$ cat src/rtl/sysctl_pkg.sv
package sysctl_pkg;
  localparam int XLEN     = 32;
  localparam int SEL_W    = 5;
  localparam int IRQ_LVLS = 8;
  localparam int SW_LVLS  = 2;
  localparam int HW_LVLS  = IRQ_LVLS - SW_LVLS;
  localparam int CODE_W   = 5;
  localparam int CODE_LO  = 2;

  localparam logic [SEL_W-1:0] SEL_COUNT = 5'd9;
  localparam logic [SEL_W-1:0] SEL_CMP   = 5'd11;
  localparam logic [SEL_W-1:0] SEL_STAT  = 5'd12;
  localparam logic [SEL_W-1:0] SEL_CAUSE = 5'd13;
  localparam logic [SEL_W-1:0] SEL_EPC   = 5'd14;

  localparam int ST_IE      = 0;
  localparam int ST_EXL     = 1;
  localparam int ST_UM      = 4;
  localparam int LVL_LO     = 8;

  localparam logic [CODE_W-1:0] CODE_INTR = '0;
endpackage

$ cat src/rtl/sysctl_rst_sync.sv
module sysctl_rst_sync #(
  parameter int STAGES = 2
) (
  input  logic clk,
  input  logic rst_n,
  output logic rst_n_sync
);
  logic [STAGES-1:0] chain_q;

  always_ff @(posedge clk or negedge rst_n) begin
    if (!rst_n) chain_q <= '0;
    else        chain_q <= {chain_q[STAGES-2:0], 1'b1};
  end

  assign rst_n_sync = chain_q[STAGES-1];
endmodule

$ cat src/rtl/sysctl_timer.sv
module sysctl_timer #(
  parameter int W = 32
) (
  input  logic         clk,
  input  logic         rst_n,
  input  logic         cnt_we,
  input  logic         cmp_we,
  input  logic [W-1:0] wdata,
  output logic [W-1:0] count,
  output logic [W-1:0] compare,
  output logic         pend
);
  localparam logic [W-1:0] ONE = {{(W-1){1'b0}}, 1'b1};

  logic [W-1:0] cnt_q, cnt_d, cmp_q, cmp_d;
  logic         pend_q, pend_d;
  logic         hit;

  always_comb begin
    hit    = (cnt_q == cmp_q);
    cnt_d  = cnt_we ? wdata : cnt_q + ONE;
    cmp_d  = cmp_we ? wdata : cmp_q;
    pend_d = cmp_we ? 1'b0 : (pend_q | hit);
  end

  always_ff @(posedge clk or negedge rst_n) begin
    if (!rst_n) begin
      cnt_q  <= '0;
      cmp_q  <= '1;
      pend_q <= 1'b0;
    end else begin
      cnt_q  <= cnt_d;
      cmp_q  <= cmp_d;
      pend_q <= pend_d;
    end
  end

  assign count   = cnt_q;
  assign compare = cmp_q;
  assign pend    = pend_q;


  count_step_chk: assert property (@(posedge clk) disable iff (!rst_n)
    !cnt_we |=> count == $past(count) + ONE);

  count_load_chk: assert property (@(posedge clk) disable iff (!rst_n)
    cnt_we |=> count == $past(wdata));

  pend_clear_chk: assert property (@(posedge clk) disable iff (!rst_n)
    cmp_we |=> !pend);

  pend_set_chk: assert property (@(posedge clk) disable iff (!rst_n)
    (count == compare) && !cmp_we |=> pend);
endmodule

$ cat src/rtl/sysctl_intr.sv
module sysctl_intr #(
  parameter int LVLS = 8
) (
  input  logic [LVLS-1:0] pending,
  input  logic [LVLS-1:0] mask,
  input  logic            ie,
  input  logic            exl,
  output logic            req
);
  logic [LVLS-1:0] live;

  always_comb begin
    live = pending & mask;
    req  = ie && !exl && (|live);
  end
endmodule

$ cat src/rtl/sysctl_cop.sv
module sysctl_cop
  import sysctl_pkg::*;
(
  input  logic                clk,
  input  logic                rst_n,
  input  logic [SEL_W-1:0]    reg_sel,
  input  logic                reg_we,
  input  logic [XLEN-1:0]     reg_wdata,
  output logic [XLEN-1:0]     reg_rdata,
  input  logic                exc_valid,
  input  logic [CODE_W-1:0]   exc_code,
  input  logic [XLEN-1:0]     cur_pc,
  input  logic [HW_LVLS-1:0]  hw_irq,
  input  logic                eret,
  output logic                irq_take,
  output logic [XLEN-1:0]     ret_pc,
  output logic                user_mode,
  output logic                exc_level,
  output logic                int_enable
);
  logic rst_ni;

  logic                ie_q, ie_d, exl_q, exl_d, um_q, um_d;
  logic [IRQ_LVLS-1:0] mask_q, mask_d;
  logic [SW_LVLS-1:0]  sw_q, sw_d;
  logic [CODE_W-1:0]   code_q, code_d;
  logic [XLEN-1:0]     epc_q, epc_d;

  logic st_we, cause_we, epc_we, cnt_we, cmp_we;
  logic [XLEN-1:0] count, compare, status_vec, cause_vec;
  logic            tmr_pend, irq_req, take_evt;
  logic [IRQ_LVLS-1:0] pend_vec;

  sysctl_rst_sync #(.STAGES(2)) i_rst (
    .clk(clk), .rst_n(rst_n), .rst_n_sync(rst_ni)
  );

  always_comb begin
    st_we    = reg_we && (reg_sel == SEL_STAT);
    cause_we = reg_we && (reg_sel == SEL_CAUSE);
    epc_we   = reg_we && (reg_sel == SEL_EPC);
    cnt_we   = reg_we && (reg_sel == SEL_COUNT);
    cmp_we   = reg_we && (reg_sel == SEL_CMP);
  end

  sysctl_timer #(.W(XLEN)) i_timer (
    .clk(clk), .rst_n(rst_ni), .cnt_we(cnt_we), .cmp_we(cmp_we),
    .wdata(reg_wdata), .count(count), .compare(compare), .pend(tmr_pend)
  );

  assign pend_vec = {hw_irq[HW_LVLS-1] | tmr_pend, hw_irq[HW_LVLS-2:0], sw_q};

  sysctl_intr #(.LVLS(IRQ_LVLS)) i_intr (
    .pending(pend_vec), .mask(mask_q), .ie(ie_q), .exl(exl_q), .req(irq_req)
  );

  always_comb begin
    irq_take = irq_req && !exc_valid;
    take_evt = exc_valid || irq_req;

    ie_d   = st_we ? reg_wdata[ST_IE] : ie_q;
    um_d   = st_we ? reg_wdata[ST_UM] : um_q;
    mask_d = st_we ? reg_wdata[LVL_LO +: IRQ_LVLS] : mask_q;
    sw_d   = cause_we ? reg_wdata[LVL_LO +: SW_LVLS] : sw_q;

    if (take_evt)   exl_d = 1'b1;
    else if (st_we) exl_d = reg_wdata[ST_EXL];
    else if (eret)  exl_d = 1'b0;
    else            exl_d = exl_q;

    if (exc_valid)    code_d = exc_code;
    else if (irq_req) code_d = CODE_INTR;
    else              code_d = code_q;

    if (take_evt && !exl_q) epc_d = cur_pc;
    else if (epc_we)        epc_d = reg_wdata;
    else                    epc_d = epc_q;
  end

  always_ff @(posedge clk or negedge rst_ni) begin
    if (!rst_ni) begin
      ie_q   <= 1'b1;
      exl_q  <= 1'b0;
      um_q   <= 1'b1;
      mask_q <= '1;
      sw_q   <= '0;
      code_q <= '0;
      epc_q  <= '0;
    end else begin
      ie_q   <= ie_d;
      exl_q  <= exl_d;
      um_q   <= um_d;
      mask_q <= mask_d;
      sw_q   <= sw_d;
      code_q <= code_d;
      epc_q  <= epc_d;
    end
  end

  always_comb begin
    status_vec = '0;
    status_vec[ST_IE]  = ie_q;
    status_vec[ST_EXL] = exl_q;
    status_vec[ST_UM]  = um_q;
    status_vec[LVL_LO +: IRQ_LVLS] = mask_q;
    cause_vec = '0;
    cause_vec[CODE_LO +: CODE_W]  = code_q;
    cause_vec[LVL_LO +: IRQ_LVLS] = pend_vec;
    case (reg_sel)
      SEL_STAT:  reg_rdata = status_vec;
      SEL_CAUSE: reg_rdata = cause_vec;
      SEL_EPC:   reg_rdata = epc_q;
      SEL_COUNT: reg_rdata = count;
      SEL_CMP:   reg_rdata = compare;
      default:   reg_rdata = '0;
    endcase
  end

  assign ret_pc     = epc_q;
  assign user_mode  = um_q;
  assign exc_level  = exl_q;
  assign int_enable = ie_q;


  exc_enter_chk: assert property (@(posedge clk) disable iff (!rst_ni)
    exc_valid |=> exc_level && (cause_vec[CODE_LO +: CODE_W] == $past(exc_code)));

  epc_frozen_chk: assert property (@(posedge clk) disable iff (!rst_ni)
    exc_level && exc_valid && !epc_we |=> $stable(ret_pc));

  irq_enter_chk: assert property (@(posedge clk) disable iff (!rst_ni)
    irq_take |=> exc_level && (ret_pc == $past(cur_pc)) && (code_q == CODE_INTR));

  irq_blocked_chk: assert property (@(posedge clk) disable iff (!rst_ni)
    (exc_level || !int_enable) |-> !irq_take);

  eret_chk: assert property (@(posedge clk) disable iff (!rst_ni)
    eret && !take_evt && !st_we |=> !exc_level && $stable(ret_pc));
endmodule

$ cat config.mk
export PLATFORM = sky130hd
export DESIGN_NAME = sysctl_cop
export DESIGN_NICKNAME = d
export VERILOG_FILES = /design/src/rtl/sysctl_pkg.sv /design/src/rtl/sysctl_rst_sync.sv /design/src/rtl/sysctl_timer.sv /design/src/rtl/sysctl_intr.sv /design/src/rtl/sysctl_cop.sv
export SDC_FILE = /design/constraint.sdc
export NUM_CORES = 1
export LEC_CHECK = 0
export BUFFER_PORTS_ARGS = -buffer_cell sky130_fd_sc_hd__clkbuf_2
export CAP_MARGIN = 20
export CELL_PAD_IN_SITES_DETAIL_PLACEMENT = 0
export CELL_PAD_IN_SITES_GLOBAL_PLACEMENT = 1
export CORE_UTILIZATION = 40
export CTS_BUF_LIST = sky130_fd_sc_hd__clkbuf_4
export DETAILED_ROUTE_END_ITERATION = 6
export PLACE_DENSITY = 0.72
export RECOVER_POWER = 25
export SYNTH_ARGS = -nofsm -noshare
export SYNTH_HDL_FRONTEND = slang
export SYNTH_SLANG_ARGS = --single-unit
$ cat constraint.sdc
create_clock -name clk -period 10.2 [get_ports clk]
set_input_delay 3.06 -clock clk [delete_from_list [all_inputs] [get_ports clk]]
set_output_delay 3.06 -clock clk [all_outputs]
set_load 0.05 [all_outputs]
==> results.sh <==
export IMPL_final_hold_viol_count=0
export IMPL_antenna_found_initial=1
export IMPL_path_depth=6
export IMPL_crit_path_max_fanout=17
export IMPL_grt_setup_unrepaired="no"
export IMPL_violations="max-capacitance violations, max-slew violations"
export IMPL_setup_violations=0
export IMPL_end_kind="output pin"
export IMPL_swShare_pct=38.7
export IMPL_synth_area_leaders="dfrtp_1, dfstp_2, mux2_2"
export IMPL_fp_dieH_um=132
export IMPL_worstPathArrival_ns=5.21
export IMPL_cts_buffers=17
export IMPL_synth_warnings=0
export IMPL_cpPeakStageDelay_ns=0.84
export IMPL_ctsResizeCount=0
export IMPL_synth_top_cell_by_area="dfrtp_1"
export IMPL_grt_overflow_total=0
export IMPL_seq_power_share_pct=43.6
export IMPL_crit_family="buffers and inverters"
export IMPL_fmax_mhz=121
export IMPL_clk_latency_ns=0.54
export IMPL_dpl_cell_area_um2=7650
export IMPL_place_ws_ns=1.93
export IMPL_dr_pass1_iters=5
export IMPL_drv_cap=1
export IMPL_viasPerCell=5.32
export IMPL_syn_num_nets=690
export IMPL_gp_congestion=0.840
export IMPL_power_density_nw_per_um2=216
export IMPL_finalCritPeriodShare_pct=81.1
export IMPL_final_cell_mix="clkbuf_2, mux2_2, dfrtp_1"
export IMPL_detail_route_antenna_nets=0
export IMPL_stdcell_count=977
export IMPL_cts_setup_buffers=0
export IMPL_synthToLayoutAreaGrowth_pct=17.9
export IMPL_finalNetCount=829
export IMPL_cts_clk_slew_worst_paths_ns=0.10
export IMPL_min_path_cells=0
export IMPL_cts_hold_buffers=0
export IMPL_synth_cells=604
export IMPL_path_cells="clkbuf_2, inv_1, or4b_1, buf_4, o21ai_0, clkbuf_2"
export IMPL_critical_path_required_ns=7.14
export IMPL_die_w_um=132
export IMPL_drt_iter0_drc=324
export IMPL_grt_max_degree=84
export IMPL_initial_core_util_pct=40.8
export IMPL_ys_flop_type="dfrtp_1"
export IMPL_max_vdd_ir_drop_mv=0.128
export IMPL_path_buf_inv=4
export IMPL_reg2reg_depth=2
export IMPL_cts_root_buf="clkbuf_4"
export IMPL_hold_path_class="flip-flop to flip-flop"
export IMPL_path_class="primary input to output pin"
export IMPL_drive_gt1_share_pct=45.4
export IMPL_wl_per_cell_um=18.8
export IMPL_p_sw_w=0.000666
export IMPL_maxSlewHeadroom_pct=-146
export IMPL_fin_crit_ns=8.27
export IMPL_final_area_um2=7960
export IMPL_io_buffer_count=152
export IMPL_core_area_um2=16500
export IMPL_synth_distinct_cells=45
export IMPL_grt_pass1_vias=5327
export IMPL_synth_seq_cells=117
export IMPL_cts_tree="done"
export IMPL_p_comb_share_pct=34.7
export IMPL_synth_top_cell_area_share_pct=27.8
export IMPL_grt_usage_pct=21.8
export IMPL_clock_skew_ns=0.0173
export IMPL_clock_path_buffers=2
export IMPL_p_int_w=0.00105
export IMPL_routed_wl_um=18400
export IMPL_drcViolationCount=0
export IMPL_cp_slowest_cell="or4b_1"
export IMPL_dp_cells=943
export IMPL_fin_setup_tns_ns=0
export IMPL_htree_levels=4
export IMPL_vias=5198
export IMPL_rows=47
export IMPL_die_area_um2=17400
export IMPL_setup_ws_ns=1.93
export IMPL_ys_seq_area_share_pct=44.2
export IMPL_syn_area_um2=6750
export IMPL_grt_pass1_wl_um=29000
export IMPL_startpoint_type="primary input"
export IMPL_pwr_share_clk_pct=21.7
export IMPL_worst_path_most_repeated_cell="clkbuf_2"
export IMPL_tightest_slew_ns=3.69
export IMPL_layout_commonest_cell="clkbuf_2"
export IMPL_cts_sinks=117
export IMPL_pin_count=153
export IMPL_hpwl_um=13100
export IMPL_leakagePower_nw=3.53
export IMPL_finalMaxSlewViolations=68
export IMPL_postSynthAreaPerCell_um2=11.2
export IMPL_status="finished, violations left"
export IMPL_synth_edf_count=0
export IMPL_postSynth_asyncResetShare_pct=100
-- power by group through the flow --
stage	sequential (W)	clock (W)	combinational, W
2_1_floorplan	0.000846	0	0.000348
3_3_place_gp	0.000749	0	0.000596
3_5_place_dp	0.000755	0	0.000601
4_1_cts	0.000747	0.000383	0.000603
5_1_grt	0.000769	0.000401	0.000641
6_report	0.000750	0.000373	0.000597
-- logic make-up (layout without fill, tap and decap cells) --
| logic type | count (synthesis) | in the layout | share of synthesized area (%) |
|---|---|---|---|
| adder cells (fa/ha/maj) | 1 | 1 | 0.185 |
| flip-flops | 117 | 117 | 44.2 |
| buffers and inverters | 44 | 196 | 3.21 |
| other | 1 | 2 | 0.0556 |
| AND/OR/NAND/NOR | 144 | 144 | 10.9 |
| multiplexers | 150 | 150 | 26.0 |
| XOR/XNOR | 62 | 62 | 8.05 |
| AO/OA/AOI/OAI | 85 | 85 | 7.49 |
-- state kept, by name (all words and copies together), names as in the netlist, 2 cells and up --
register and flops:
code_q 5, i_rst.chain_q 2, i_timer.compare 32, i_timer.count 32
mask_q 8, ret_pc 32, sw_q 2
-- synthesized netlist by cell type (all sizes together), types with 5 or more instances --
cell type and instances:
a221o 6, xor2 21, dfstp 42, nand4 19, mux2i 40, xnor2 41, a22o 6, clkbuf 19
and4 5, nor3 6, nand3 16, dfrtp 75, nor2 22, o21ai 58, mux2 110, buf 21
nand2 61, a21oi 10
-- per-layer routing --
metal | track usage, % | vias up | wire length [µm]
met5 | 0 | - | 0
met3 | 4.27 | 24 | 777
li1 | - | 2435 | -
met2 | 35.4 | 131 | 8960
met1 | 28.6 | 2608 | 8280
met4 | 8.66 | 0 | 364
-- metrics by stage --
step / util (%) / total power, W / hold slack, ns
floorplan: - / 0.00119 / 0.331
global placement: 46.3 / 0.00134 / 0.288
detailed placement: 46.3 / 0.00136 / 0.298
CTS: 48.2 / 0.00173 / 0.307
global route: 48.1 / 0.00181 / 0.374
finish: 48.1 / 0.00172 / 0.359
-- worst paths after layout --
| path | startpoint | to | slack (ns) |
|---|---|---|---|
| worst max-delay path | reg_sel[0] | reg_rdata[14] | 1.93 |
| min in group asynchronous | i_rst.chain_q[1] | ret_pc[8] | 0.59 |
| worst min register to register | i_rst.chain_q[0] | i_rst.chain_q[1] | 0.36 |
| max in group asynchronous | i_rst.chain_q[1] | i_timer.count[10] | 4.69 |
| worst min-delay path | i_rst.chain_q[0] | i_rst.chain_q[1] | 0.36 |
| worst max register to register | i_rst.chain_q[1] | i_timer.count[10] | 4.69 |
-- worst reg2reg max path, stage by stage (launching register included) --
cell      delay (ns)
dfrtp_1         1.30
clkbuf_1        0.77
clkbuf_1        2.64
-- layout make-up --
type                    instances  area (µm²)
multi-input cells             443        3560
diodes                          1        2.50
repair buffers                160         813
clock inverters                13         163
flip-flops and latches        117        2980
well taps                     220         275
inverters                       4        15.0
clock buffers                  19         143
fillers                      1570        8570
No activity file was read; power rests on OpenSTA's default activity.
